### config.mk
export PLATFORM = sky130hd
export DESIGN_NAME = hec_cell_engine
export DESIGN_NICKNAME = d
export VERILOG_FILES = /design/src/rtl/hec_pkg.sv /design/src/rtl/hec_pos_cnt.sv /design/src/rtl/hec_ctrl.sv /design/src/rtl/hec_dpath.sv /design/src/rtl/hec_cell_engine.sv
export SDC_FILE = /design/constraint.sdc
export NUM_CORES = 1
export LEC_CHECK = 0
export BUFFER_PORTS_ARGS = -buffer_cell sky130_fd_sc_hd__buf_2
export CAP_MARGIN = 30
export CORE_MARGIN = 5
export CORE_UTILIZATION = 35
export DETAILED_ROUTE_END_ITERATION = 10
export MAX_ROUTING_LAYER = met4
export PLACE_DENSITY_LB_ADDON = 0.25
export RECOVER_POWER = 100
export SLEW_MARGIN = 10
export SYNTH_ARGS = -nofsm -noshare
export SYNTH_HDL_FRONTEND = slang
export SYNTH_SLANG_ARGS = --single-unit
### constraint.sdc
create_clock -name clk -period 2.2 [get_ports clk]
set_input_delay 0.44 -clock clk [delete_from_list [all_inputs] [get_ports clk]]
set_output_delay 0.44 -clock clk [all_outputs]
set_load 0.01 [all_outputs]
### src/rtl/hec_pkg.sv
package hec_pkg;

  localparam logic [7:0] HEC_POLY  = 8'h07;
  localparam logic [7:0] HEC_COSET = 8'h55;

  typedef struct packed {
    logic txCrcFirst;
    logic txCrcAcc;
    logic txHecSlot;
    logic txLastSlot;
    logic txRepl;
    logic txHecFlip;
    logic txPayFlip;
    logic rxCrcFirst;
    logic rxCrcAcc;
    logic rxHecSlot;
    logic rxChkEn;
  } hec_strb_t;

  function automatic logic [7:0] crc8Step(input logic [7:0] crcIn, input logic [7:0] dataIn);
    logic [7:0] c;
    logic fb;
    c = crcIn;
    for (int i = 7; i >= 0; i--) begin
      fb = c[7] ^ dataIn[i];
      c = {c[6:0], 1'b0};
      if (fb) c = c ^ HEC_POLY;
    end
    return c;
  endfunction

endpackage

### src/rtl/hec_pos_cnt.sv
module hec_pos_cnt #(
  parameter int CELL_BYTES = 53,
  localparam int POS_W = $clog2(CELL_BYTES + 1)
) (
  input  logic             clk,
  input  logic             rstN,
  input  logic             byteValid,
  input  logic             byteSoc,
  output logic [POS_W-1:0] posNow
);

  localparam logic [POS_W-1:0] LAST = POS_W'(CELL_BYTES);

  logic [POS_W-1:0] posQ;

  always_comb begin
    if (byteSoc)                         posNow = POS_W'(1);
    else if (posQ != '0 && posQ < LAST)  posNow = posQ + POS_W'(1);
    else                                 posNow = '0;
  end

  always_ff @(posedge clk or negedge rstN) begin
    if (!rstN)          posQ <= '0;
    else if (byteValid) posQ <= (posNow == LAST) ? '0 : posNow;
  end

endmodule

### src/rtl/hec_ctrl.sv
module hec_ctrl
  import hec_pkg::*;
#(
  parameter int CELL_BYTES = 53,
  parameter int HDR_BYTES  = 4
) (
  input  logic      clk,
  input  logic      rstN,
  input  logic      txValid,
  input  logic      txSoc,
  input  logic      txReplaceOff,
  input  logic      txHecErrInj,
  input  logic      txPayErrInj,
  input  logic      rxValid,
  input  logic      rxSoc,
  input  logic      rxCheckOff,
  output hec_strb_t strb
);

  localparam int POS_W = $clog2(CELL_BYTES + 1);
  localparam logic [POS_W-1:0] HEC_POS  = POS_W'(HDR_BYTES + 1);
  localparam logic [POS_W-1:0] LAST_POS = POS_W'(CELL_BYTES);
  localparam logic [POS_W-1:0] HDR_POS  = POS_W'(HDR_BYTES);

  logic [POS_W-1:0] txPos, rxPos;
  logic replOffQ, hecInjQ, payInjQ;
  logic replOffEff, hecInjEff, payInjEff;
  logic txStart;

  hec_pos_cnt #(.CELL_BYTES(CELL_BYTES)) txCnt_i (
    .clk(clk), .rstN(rstN), .byteValid(txValid), .byteSoc(txSoc), .posNow(txPos));

  hec_pos_cnt #(.CELL_BYTES(CELL_BYTES)) rxCnt_i (
    .clk(clk), .rstN(rstN), .byteValid(rxValid), .byteSoc(rxSoc), .posNow(rxPos));

  assign txStart = txValid && txSoc;

  always_ff @(posedge clk or negedge rstN) begin
    if (!rstN) begin
      replOffQ <= 1'b0;
      hecInjQ  <= 1'b0;
      payInjQ  <= 1'b0;
    end else if (txStart) begin
      replOffQ <= txReplaceOff;
      hecInjQ  <= txHecErrInj;
      payInjQ  <= txPayErrInj;
    end
  end

  assign replOffEff = txStart ? txReplaceOff : replOffQ;
  assign hecInjEff  = txStart ? txHecErrInj  : hecInjQ;
  assign payInjEff  = txStart ? txPayErrInj  : payInjQ;

  always_comb begin
    strb.txCrcFirst = txValid && (txPos == POS_W'(1));
    strb.txCrcAcc   = txValid && (txPos > POS_W'(1)) && (txPos <= HDR_POS);
    strb.txHecSlot  = txValid && (txPos == HEC_POS);
    strb.txLastSlot = txValid && (txPos == LAST_POS);
    strb.txRepl     = !replOffEff;
    strb.txHecFlip  = hecInjEff;
    strb.txPayFlip  = payInjEff;
    strb.rxCrcFirst = rxValid && (rxPos == POS_W'(1));
    strb.rxCrcAcc   = rxValid && (rxPos > POS_W'(1)) && (rxPos <= HDR_POS);
    strb.rxHecSlot  = rxValid && (rxPos == HEC_POS);
    strb.rxChkEn    = !rxCheckOff;
  end

endmodule

### src/rtl/hec_dpath.sv
module hec_dpath
  import hec_pkg::*;
#(
  parameter int ERR_CNT_W = 8
) (
  input  logic                 clk,
  input  logic                 rstN,
  input  hec_strb_t            strb,
  input  logic                 txValid,
  input  logic                 txSoc,
  input  logic [7:0]           txData,
  output logic                 txOutValid,
  output logic                 txOutSoc,
  output logic [7:0]           txOutData,
  input  logic [7:0]           rxData,
  output logic                 rxHecErr,
  output logic [ERR_CNT_W-1:0] rxErrCount
);

  localparam logic [ERR_CNT_W-1:0] CNT_MAX = '1;

  logic [7:0] txCrcQ, rxCrcQ;
  logic [7:0] txBase;
  logic       txFlip;

  always_ff @(posedge clk or negedge rstN) begin
    if (!rstN) begin
      txCrcQ <= '0;
      rxCrcQ <= '0;
    end else begin
      if (strb.txCrcFirst)    txCrcQ <= crc8Step(8'h00, txData);
      else if (strb.txCrcAcc) txCrcQ <= crc8Step(txCrcQ, txData);
      if (strb.rxCrcFirst)    rxCrcQ <= crc8Step(8'h00, rxData);
      else if (strb.rxCrcAcc) rxCrcQ <= crc8Step(rxCrcQ, rxData);
    end
  end

  assign txBase = (strb.txHecSlot && strb.txRepl) ? (txCrcQ ^ HEC_COSET) : txData;
  assign txFlip = (strb.txHecSlot && strb.txHecFlip) || (strb.txLastSlot && strb.txPayFlip);

  always_ff @(posedge clk or negedge rstN) begin
    if (!rstN) begin
      txOutValid <= 1'b0;
      txOutSoc   <= 1'b0;
      txOutData  <= '0;
    end else begin
      txOutValid <= txValid;
      txOutSoc   <= txValid && txSoc;
      txOutData  <= txBase ^ {7'b0, txFlip};
    end
  end

  always_ff @(posedge clk or negedge rstN) begin
    if (!rstN) begin
      rxHecErr   <= 1'b0;
      rxErrCount <= '0;
    end else begin
      rxHecErr <= strb.rxHecSlot && strb.rxChkEn && (rxData != (rxCrcQ ^ HEC_COSET));
      if (rxHecErr && rxErrCount != CNT_MAX) rxErrCount <= rxErrCount + 1'b1;
    end
  end

endmodule

### src/rtl/hec_cell_engine.sv
module hec_cell_engine
  import hec_pkg::*;
#(
  parameter int CELL_BYTES = 53,
  parameter int HDR_BYTES  = 4,
  parameter int ERR_CNT_W  = 8
) (
  input  logic                 clk,
  input  logic                 rstN,
  input  logic                 txValid,
  input  logic                 txSoc,
  input  logic [7:0]           txData,
  input  logic                 txReplaceOff,
  input  logic                 txHecErrInj,
  input  logic                 txPayErrInj,
  output logic                 txOutValid,
  output logic                 txOutSoc,
  output logic [7:0]           txOutData,
  input  logic                 rxValid,
  input  logic                 rxSoc,
  input  logic [7:0]           rxData,
  input  logic                 rxCheckOff,
  output logic                 rxHecErr,
  output logic [ERR_CNT_W-1:0] rxErrCount
);

  hec_strb_t strb;

  hec_ctrl #(.CELL_BYTES(CELL_BYTES), .HDR_BYTES(HDR_BYTES)) ctrl_i (
    .clk(clk), .rstN(rstN),
    .txValid(txValid), .txSoc(txSoc),
    .txReplaceOff(txReplaceOff), .txHecErrInj(txHecErrInj), .txPayErrInj(txPayErrInj),
    .rxValid(rxValid), .rxSoc(rxSoc), .rxCheckOff(rxCheckOff),
    .strb(strb));

  hec_dpath #(.ERR_CNT_W(ERR_CNT_W)) dpath_i (
    .clk(clk), .rstN(rstN), .strb(strb),
    .txValid(txValid), .txSoc(txSoc), .txData(txData),
    .txOutValid(txOutValid), .txOutSoc(txOutSoc), .txOutData(txOutData),
    .rxData(rxData), .rxHecErr(rxHecErr), .rxErrCount(rxErrCount));

endmodule

**Word level (Yosys, flattened, before mapping)**

Index checks and enable logic that the tools add are counted.

- Add/subtract/negate cells: 3
- Magnitude comparators: 6
- Equality and inequality tests: 8
- Multiplexer cells: 88
- Bitwise operators: 63
- Reductions and logical operators: 25

Operator list:

| operator | number |
|---|---|
| $mux W8 | 47 |
| $mux W3 | 32 |
| $not A3 Y3 | 30 |
| $mux W6 | 6 |
| $xor A1 B1 Y1 | 30 |
| $logic_and A1 B1 Y1 | 18 |
| $add A6 B1 Y6 const B | 2 |
| $eq A6 B1 Y1 const B | 2 |
| $eq A6 B3 Y1 const B | 2 |
| $eq A6 B6 Y1 const B | 2 |
| $gt A6 B1 Y1 const B | 2 |
| $le A6 B3 Y1 const B | 2 |
| $lt A6 B6 Y1 const B | 2 |
| $reduce_bool A6 Y1 | 2 |
| $add A8 B1 Y8 const B | 1 |
| $ne A8 B8 Y1 | 1 |
| $ne A8 B8 Y1 const B | 1 |
| $not A4 Y4 | 2 |
| $xor A8 B1 Y8 | 1 |
| $reduce_bool A2 Y1 | 2 |
| $mux W1 | 3 |
| $logic_not A1 Y1 | 2 |
| $logic_or A1 B1 Y1 | 1 |

- Bits in registers: 50
- Input bits: 26
- Output and inout bits: 19
- Word-level logic and storage cells: 205

**Logic depth before layout (Yosys ltp)**

Gate-level depths: netlist of run 1.

- Word-level depth: 37
- Mapped depth: 13
- Mapped depth without buffers: 9

**Modules after synthesis**

Synthesis of run 1 repeated with hierarchy kept, for this count alone.

- Cells, all modules: 402
- Area, all modules: 3644.7 sq um

By module, submodules not included:

| module | times used | cells each | area an instance (sq um) | sequential area each (sq um) |
|---|---|---|---|---|
| hec_dpath | 1 | 257 | 2417.3 | 875.8 |
| hec_pos_cnt (ctrl_i.rxCnt_i) | 1 | 62 | 501.7 | 150.1 |
| hec_pos_cnt (ctrl_i.txCnt_i) | 1 | 54 | 451.7 | 150.1 |
| hec_ctrl | 1 | 29 | 274.0 | 75.1 |

**Worst setup path after synthesis of run 1**

No wires, ideal clock.

- Kind: register to register
- Start: register ctrl_i.rxCnt_i.posQ[0]
- End: register ctrl_i.rxCnt_i.posQ[0]
- Library setup time: 0.136 ns
- Arrival: 2.267 ns
- Required time: 2.064 ns
- Slack: -0.203 ns
- Cell stages (with the launch flop): 11
- Buffers on the path: 1
- Clock period less this slack: 2.403 ns
- Path through: dfrtp_1 -> buf_2 -> inv_1 -> ha_1 -> nor2b_1 -> o211ai_1 -> nand2_1 -> or4_1 -> or3_1 -> a21oi_1 -> a21oi_1

- Word-level cells in the longest chain between the ends: 6
- Elaborated cells between the ends (all ways): 8
- Those cells by class: add/sub (1); order compare (1); eq/ne (1); mux (3); reduce/logical (2)

Ends and longest elaborated chain:

| item | RTL line | RTL |
|---|---|---|
| start: declaration | hec_pos_cnt.sv:14 | `logic [POS_W-1:0] posQ;` |
| start signal: assignment | hec_pos_cnt.sv:24 | `else if (byteValid) posQ <= (posNow == LAST) ? '0 : posNow;` |
| $lt A6 B6 Y1 or $reduce_bool A6 Y1 (tied branches) | hec_pos_cnt.sv:18 | `else if (posQ != '0 && posQ < LAST) posNow = posQ + POS_W'(1);` |
| $logic_and A1 B1 Y1 | hec_pos_cnt.sv:18 |  |
| $mux W6 * | hec_pos_cnt.sv:18 |  |
| $mux W6 * | hec_pos_cnt.sv:17 | `if (byteSoc) posNow = POS_W'(1);` |
| $eq A6 B6 Y1 | hec_pos_cnt.sv:24 |  |
| $mux W6 * | hec_pos_cnt.sv:24 |  |

Every way passes the cells marked *; elsewhere a longest branch is shown, timed or not.
A chain may end at the register's enable or synchronous reset.

**Worst setup path after layout of run 1**

- Start: register ctrl_i.rxCnt_i.posQ[0]
- End: register ctrl_i.rxCnt_i.posQ[2]

The elaborated chain is that of the path after synthesis.

==> results of run 1 <==
-- critical path, stage by stage (launching register included) --
cell       delay [ns]
dfrtp_2          0.48
inv_4            0.08
ha_4             0.12
nor2b_1          0.04
o211ai_1         0.18
buf_4            0.16
nand2_4          0.07
or4_4            0.55
o31ai_2          0.31
o21ai_0          0.15
o2bb2ai_1        0.14
-- sequential cells by signal, indices dropped and copies added (netlist names), 6 cells and up --
name / cells
dpath_i.txOutData: 8
dpath_i.rxErrCount: 8
dpath_i.rxCrcQ: 8
ctrl_i.rxCnt_i.posQ: 6
dpath_i.txCrcQ: 8
ctrl_i.txCnt_i.posQ: 6
-- kinds of logic (layout without fill, tap and decap cells) --
group	after synthesis	after routing	share of synthesized area
AOI/OAI and AO/OA	91	91	0.168
and+or+nand+nor	170	170	0.239
buffers and inverters	42	152	0.0570
adders and majority gates	6	6	0.0195
xor gates and xnor gates	68	68	0.155
DFF	50	50	0.326
muxes	13	13	0.0361
-- layout by cell type, fill, tap and decap left out, types with 3 or more instances in the layout --
master	instances
buf_4	67
dfrtp_1	46
xnor2_1	45
nor2_1	37
nand2_1	25
buf_2	25
xor2_1	23
clkbuf_1	21
buf_6	15
o21ai_0	14
nand3_1	14
and3_1	12
a21oi_1	12
nor3_1	10
inv_1	9
o21ai_1	8
nand2b_1	7
nand4_1	7
mux2i_1	5
mux2_2	5
nor2_2	5
nor3b_1	5
o31ai_4	5
clkbuf_8	5
or3_4	4
o211ai_1	4
and3_4	4
nor3_2	4
ha_4	4
dfrtp_2	4
inv_2	3
a21oi_2	3
nand2_4	3
a31oi_4	3
nor2b_1	3
-- routing by layer --
metal  wire, um  global-route usage  vias up
met3        427              0.0353       17
met4        183              0.0571        0
li1           -                   -     1780
met5          0                   -        -
met1       4560               0.194     1735
met2       5210               0.267       81
-- final cells by class --
class                   instances  area share
clock buffers                   5      0.0128
multi-input cells             348       0.533
repair buffers                131       0.171
flip-flops and latches         50       0.233
well taps                     140      0.0325
clock inverters                 3     0.00812
inverters                      13     0.00951
-- final timing paths --
kind | slack [ns] | startpoint | endpoint | cells past startpoint
max in group asynchronous | 0.87 | rstN | ctrl_i.rxCnt_i.posQ[1] | 2
worst max register to register | -0.19 | ctrl_i.rxCnt_i.posQ[0] | ctrl_i.rxCnt_i.posQ[2] | 10
worst min register to register | 0.50 | ctrl_i.replOffQ | ctrl_i.replOffQ | 2
worst max-delay path | -0.19 | ctrl_i.rxCnt_i.posQ[0] | ctrl_i.rxCnt_i.posQ[2] | 10
worst min-delay path | 0.34 | txReplaceOff | ctrl_i.replOffQ | 3
min in group asynchronous | 0.47 | rstN | dpath_i.txOutSoc | 2
-- repair_timing --
action | CTS | global route
pin swaps | 23 | 40
endpoints found under the setup margin | 29 | 33
resized for setup | 41 | 64
cloned | 1 | 1
setup buffers | 10 | 12
-- through the flow --
stage / setup WS (ns) / setup TNS, ns
floorplan: -0.151 / -1.21
global placement: -0.147 / -1.37
detailed placement: -0.200 / -3.13
CTS: -0.133 / -1.61
global route: -0.280 / -4.87
finish: -0.190 / -2.30
-- power by group through the flow --
stage          registers, W  clock network (W)  logic, W
2_1_floorplan       0.00125                  0   0.00196
3_3_place_gp        0.00146                  0   0.00221
3_5_place_dp        0.00146                  0   0.00229
4_1_cts             0.00146           0.000740   0.00246
5_1_grt             0.00152           0.000768   0.00314
6_report            0.00148           0.000698   0.00285
==> flow_summary.toml, run 1 <==
[routing]
routed_wl_um = 10400
post_drt_wl_per_cell_um = 15.0
vias = 3613
firstDrtPassIters = 6
route.detailed.drc = 0
dr.first_iter.drc_count = 112
ant_nets = 0
vias_per_cell = 5.24

[finish]
multiInputGateArea_um2 = 2880
fillers = 1002
area_growth_pct = 40.3
nNetsFinal = 581
design_area_um2 = 5390
n_antenna_cell = 0
fin_util = 0.500
final_layout_size_suffix_gt1_frac = 0.375
layoutNonFillerInstCount = 690
regArea_um2 = 1260

[pwr]
swShare = 0.426
p_seq_frac = 0.295
p_int_w = 0.00288
finalPower_w = 0.00502
worst_ir_drop_vdd_mv = 0.566
combPwrFrac = 0.566
clockPowerShare = 0.139
leakagePower_nw = 2.26
powerDensity_nw_per_um2 = 932
p_sw_w = 0.00214

[place]
place_area_um2 = 4650
port_buffers = 44
placed_cells = 658
dp_hpwl_um = 6960
gp_congestion = 0.917

[global_route]
grt_usage = 0.161
grt_first_pass_wirelength_um = 16800
grt_max_degree = 51
grt_pass1_vias = 3601
grt_overflow = 0
antenna_found_initial = 0

[yosys]
yosys-top-cells-count = "50 x dfrtp_1, 45 x xnor2_1, 43 x nor2_1, 29 x nand2_1, 24 x o21ai_0"
synth-edff-count = 0
async_reset_ff_frac = 1.00
synth_area_leaders = "dfrtp_1 33%, xnor2_1 10%, xor2_1 5.2%"
yosysMostFrequentCell = "dfrtp_1"
yosysSeqAreaShare = 0.326
syn_area_um2 = 3840
synth-warning-count = 0
synth_top_area_frac = 0.326
ys_types = 66
synth_flop_cell = "dfrtp_1"
syn-num-nets = 472
synthCells = 440
yosysTopAreaCell = "dfrtp_1"
synth_seq_cells = 50
avgSynthCellArea_um2 = 8.74

[floorplanning]
initial_core_util = 0.356
die_width_um = 115
pin_count = 45
die_y_um = 115
std_cell_rows = 38
core_area_um2 = 10800
die_area_um2 = 13200

[run_status]
violations = "negative setup slack"
status = "finished, violations left"

[clock_network]
numCtsBuffers = 5
cts_hold_buf = 0
clk_pin_slew_ns = 0.10
clock_sinks = 50
cts_tree = "yes"
cts-root-buf = "clkbuf_8"
htreeDepth = 2
insertion_delay_ns = 0.34
cts_buffer_depth = 2

[timing]
slew_headroom = 0.135
hold_violations = 0
setup_ws_ns = -0.190
slew_violations = 0
fin_crit_ns = 2.39
max_freq_mhz = 418
worstMarginPinSlew_ns = 1.30
finalCritPeriodShare = 1.09
rsz0062_at_grt = "true"
holdWs_ns = 0.338
fin_worst_skew_ns = 0.00970
final-setup-viol-count = 29

[worst_setup_path]
path_max_fanout = 5
critPathCaptureType = "flip-flop"
critical_path_class = "flip-flop to flip-flop"
worstPathRequired_ns = 2.43
start_kind = "flip-flop"
arrival_ns = 2.62

[run]
maxCapViolCount = 0

[hold_path]
hold_path_class = "input port to flip-flop"
Note: power is estimated with default switching activity, not from simulation.
==> run 2, diff against run 1 <==
--- a/config.mk
+++ b/config.mk
@@ -12,2 +12,3 @@
 export DETAILED_ROUTE_END_ITERATION = 10
+export GPL_ROUTABILITY_DRIVEN = 0
 export MAX_ROUTING_LAYER = met4
==> constraint.sdc (replaced) <==
create_clock -name clk -period 2.2 [get_ports clk]
set_input_delay 0.11 -clock clk [delete_from_list [all_inputs] [get_ports clk]]
set_output_delay 0.11 -clock clk [all_outputs]
set_load 0.01 [all_outputs]
==> run 2 against run 1 <==
Net effect:
- the flow still finishes with violations (negative setup slack)
- register-to-register slack better by 0.05 ns
- setup slack better by 0.052 ns
- combinational power is 2% lower
- critical endpoint is now dpath_i.txCrcQ[5]
- largest cell class unchanged
==> flow_summary.toml, run 2 (synthesized netlist as in run 1, its figures left out) <==
[run_status]
status = "finished, violations left"
violations = "negative setup slack"

[clock_network]
insertion_delay_ns = 0.32
clock_sinks = 50
htreeDepth = 2
numCtsBuffers = 5
cts-root-buf = "clkbuf_8"
cts_buffer_depth = 2
clk_pin_slew_ns = 0.11
cts_tree = "yes"

[routing]
dr.first_iter.drc_count = 164
firstDrtPassIters = 4
vias_per_cell = 5.24
route.detailed.drc = 0
post_drt_wl_per_cell_um = 14.8
ant_nets = 0
routed_wl_um = 10100
vias = 3572

[timing]
final-setup-viol-count = 29
fin_crit_ns = 2.34
fin_worst_skew_ns = 0.0149
rsz0062_at_grt = "true"
finalCritPeriodShare = 1.06
slew_violations = 0
max_freq_mhz = 428
slew_headroom = 0.0179
worstMarginPinSlew_ns = 1.47
setup_ws_ns = -0.137
hold_violations = 0

[global_route]
grt_usage = 0.158
grt_first_pass_wirelength_um = 16800
antenna_found_initial = 0
grt_pass1_vias = 3626
grt_max_degree = 27
grt_overflow = 0

[finish]
area_growth_pct = 38.9
n_antenna_cell = 0
final_layout_size_suffix_gt1_frac = 0.384
layoutNonFillerInstCount = 682
design_area_um2 = 5340
nNetsFinal = 573
layout_common_cells = "57 x buf_4, 47 x dfrtp_1, 45 x xnor2_1, 38 x nor2_1, 24 x buf_2"
layout_commonest_cell = "buf_4"

[worst_setup_path]
start_kind = "flip-flop"
path_max_fanout = 8
r2r_cells = 9
critical_path_class = "flip-flop to flip-flop"
worstPathRequired_ns = 2.40
arrival_ns = 2.54
critPathCaptureType = "flip-flop"

[pwr]
leakagePower_nw = 2.21
worst_ir_drop_vdd_mv = 0.589
powerDensity_nw_per_um2 = 909
finalPower_w = 0.00486

[place]
port_buffers = 44
dp_hpwl_um = 6880
place_area_um2 = 4610
placed_cells = 650

[floorplanning]
pin_count = 45
std_cell_rows = 38
initial_core_util = 0.356
die_width_um = 115
die_y_um = 115
core_area_um2 = 10800
die_area_um2 = 13200

[hold_path]
hold_path_class = "input port to flip-flop"
hold_path_depth = 3

[run]
maxCapViolCount = 0
-- run 2: metal layers --
metal  track usage  routed length, um  vias to the layer above
met1         0.203               4610                     1714
met4        0.0454                150                        0
met2         0.259               4920                       73
met5             -                  0                        -
li1              -                  -                     1770
met3        0.0253                391                       15
-- run 2: final cells by class --
cell class | instances | area, um2
fill | 974 | 5450
multi-input combinational | 348 | 2880
sequential | 50 | 1250
timing repair buffer | 123 | 897
tap | 140 | 175
clock buffer | 6 | 72.6
inverter | 13 | 51.3
clock inverter | 2 | 13.8
-- run 2: stage by stage --
stage               hold slack [ns]   util  worst slack [ns]  setup TNS, ns
floorplan                    -0.186      -            -0.151          -1.21
global placement              0.176  0.427            -0.137          -1.65
detailed placement            0.167  0.427            -0.185          -2.26
CTS                          0.0276  0.466            -0.130          -1.61
global route                 0.0462  0.495            -0.260          -6.77
finish                       0.0313  0.495            -0.137          -1.86
-- run 2: power by group --
group	internal [W]	switching [W]	total, W
logic	0.00142	0.00136	0.00279
clock network	0.000228	0.000346	0.000574
registers	0.00111	0.000388	0.00149
total	0.00276	0.00210	0.00486
-- run 2: repair_timing --
action	in CTS	in global routing
endpoints found under the setup margin	25	32
endpoints found under the hold margin	24	0
setup buffers	15	7
cloned	3	0
pin swaps	33	41
hold buffers	1	0
gates resized for setup	47	73
-- run 2: final timing paths --
check                      slack (ns)                    from                endpoint
max in group asynchronous        0.30                    rstN  ctrl_i.rxCnt_i.posQ[0]
hold reg to reg                  0.50   dpath_i.rxErrCount[4]   dpath_i.rxErrCount[4]
hold / removal                   0.03            txReplaceOff         ctrl_i.replOffQ
setup reg to reg                -0.14  ctrl_i.txCnt_i.posQ[3]       dpath_i.txCrcQ[5]
setup / recovery                -0.14  ctrl_i.txCnt_i.posQ[3]       dpath_i.txCrcQ[5]
min in group asynchronous        0.66                    rstN  ctrl_i.txCnt_i.posQ[1]
-- run 2: worst max-delay path: stages, from the launching register on --
cell and delay (ns):
dfrtp_1 0.48, buf_4 0.17, nand3_4 0.08, or4_4 0.51
a31oi_4 0.19, and3_4 0.23, o21ai_4 0.09, buf_12 0.21
o31ai_4 0.17, o21ai_1 0.09
==> run 3, diff against run 2 <==
- SKIP_CTS_REPAIR_TIMING: not set -> 1
==> run 3 against run 2 <==
Net effect:
- via count fell by 1.1%
- the flow still finishes with violations (negative setup slack)
- clock power barely moved
- sequential share of layout area rose by 0.44 points
- critical endpoint unchanged
==> flow_summary.toml, run 3 (synthesized netlist as in run 1, its figures left out) <==
[timing]
max_freq_mhz = 422
finalCritPeriodShare = 1.08
slew_violations = 0
setup_ws_ns = -0.167
slew_headroom = 0.0238
tns_ns = -2.34
final-setup-viol-count = 28
fin_crit_ns = 2.37
rsz0062_at_grt = "true"
fin_worst_skew_ns = 0.0167
holdWs_ns = 0.0363
worstMarginPinSlew_ns = 1.46
hold_violations = 0

[finish]
n_antenna_cell = 0
layout_commonest_cell = "buf_4"
layout_common_cells = "53 x buf_4, 46 x dfrtp_1, 45 x xnor2_1, 40 x nor2_1, 26 x nand2_1"
layoutNonFillerInstCount = 675
nNetsFinal = 566
regArea_um2 = 1260
final_layout_size_suffix_gt1_frac = 0.355
area_growth_pct = 36.5
design_area_um2 = 5250
multiInputGateArea_um2 = 2860
fillers = 979

[place]
port_buffers = 44
placed_cells = 650
dp_hpwl_um = 6880
place_area_um2 = 4610

[pwr]
leakagePower_nw = 2.16
finalPower_w = 0.00484
worst_ir_drop_vdd_mv = 0.504
powerDensity_nw_per_um2 = 922

[run_status]
status = "finished, violations left"
violations = "negative setup slack"

[floorplanning]
initial_core_util = 0.356
die_y_um = 115
core_area_um2 = 10800
std_cell_rows = 38
die_area_um2 = 13200
die_width_um = 115
pin_count = 45

[worst_setup_path]
critPathCaptureType = "flip-flop"
worstPathRequired_ns = 2.40
rr_startpoint = "ctrl_i.txCnt_i.posQ[0]"
regToRegSetupSlack_ns = -0.17
start_kind = "flip-flop"
r2r_cells = 9
path_max_fanout = 5
r2r_end = "dpath_i.txCrcQ[5]"
critical_path_class = "flip-flop to flip-flop"
arrival_ns = 2.57

[clock_network]
numCtsBuffers = 5
htreeDepth = 2
cts-root-buf = "clkbuf_8"
cts_tree = "yes"
clk_pin_slew_ns = 0.11
clock_sinks = 50
cts_buffer_depth = 2
insertion_delay_ns = 0.32

[global_route]
grt_max_degree = 27
grt_first_pass_wirelength_um = 15700
antenna_found_initial = 0
grt_overflow = 0
grt_pass1_vias = 3391
grt_usage = 0.148

[routing]
routed_wl_um = 9800
vias = 3532
ant_nets = 0
vias_per_cell = 5.23
firstDrtPassIters = 4
route.detailed.drc = 0
post_drt_wl_per_cell_um = 14.5
dr.first_iter.drc_count = 186

[hold_path]
min_to = "ctrl_i.hecInjQ"
hold_path_depth = 2
hold_path_class = "input port to flip-flop"
hp-start = "txHecErrInj"

[run]
maxCapViolCount = 0
## run 3: cell count changes in the layout (fill, tap and decap cells not counted), moves of 4 or more
cell,before,now
buf_6,13,7
nand2_1,21,26
o21ai_2,8,3
buf_4,57,53
nand2_2,6,2
o21ai_0,7,11
## run 3: critical path: stages, from the launching register on
cell and delay, ns:
dfrtp_2 0.48, buf_6 0.13, and2_4 0.13, or4_4 0.49
a31oi_4 0.15, and3_4 0.22, o21ai_4 0.10, buf_12 0.22
o31ai_2 0.23, o21ai_1 0.09
## run 3: layout make-up
cell class,count,area share
Clock buffer,6,0.0138
Clock inverter,2,0.00262
Tap cell,140,0.0334
Inverter,13,0.00978
Multi-Input combinational cell,348,0.545
Timing Repair Buffer,116,0.156
Sequential cell,50,0.239
## run 3: per-layer routing
metal,global-route usage,up-vias,part of all wire
li1,-,1757,-
met1,0.196,1671,0.47
met2,0.237,87,0.47
met3,0.0232,17,0.043
met4,0.0368,0,0.017
met5,-,-,0
## run 3: worst max path at each step
stage                           start                     end  slack (ns)
6_report       ctrl_i.txCnt_i.posQ[0]       dpath_i.txCrcQ[5]       -0.17
5_1_grt        ctrl_i.rxCnt_i.posQ[1]  ctrl_i.rxCnt_i.posQ[0]       -0.27
4_1_cts        ctrl_i.rxCnt_i.posQ[0]       dpath_i.rxCrcQ[2]       -0.19
3_5_place_dp   ctrl_i.rxCnt_i.posQ[0]       dpath_i.rxCrcQ[2]       -0.18
3_3_place_gp   ctrl_i.rxCnt_i.posQ[0]       dpath_i.rxCrcQ[2]       -0.14
2_1_floorplan  ctrl_i.rxCnt_i.posQ[0]  ctrl_i.rxCnt_i.posQ[0]       -0.15
## run 3: power by group
part,switching [W],internal [W]
registers,0.000374,0.00111
logic,0.00138,0.00141
clock network,0.000343,0.000228
total,0.00209,0.00274
## run 3: per-stage QoR
stage | utilization | worst slack (ns)
4_1_cts | 0.435 | -0.194
3_5_place_dp | 0.427 | -0.185
2_1_floorplan | - | -0.151
5_1_grt | 0.486 | -0.274
6_report | 0.486 | -0.167
3_3_place_gp | 0.427 | -0.137
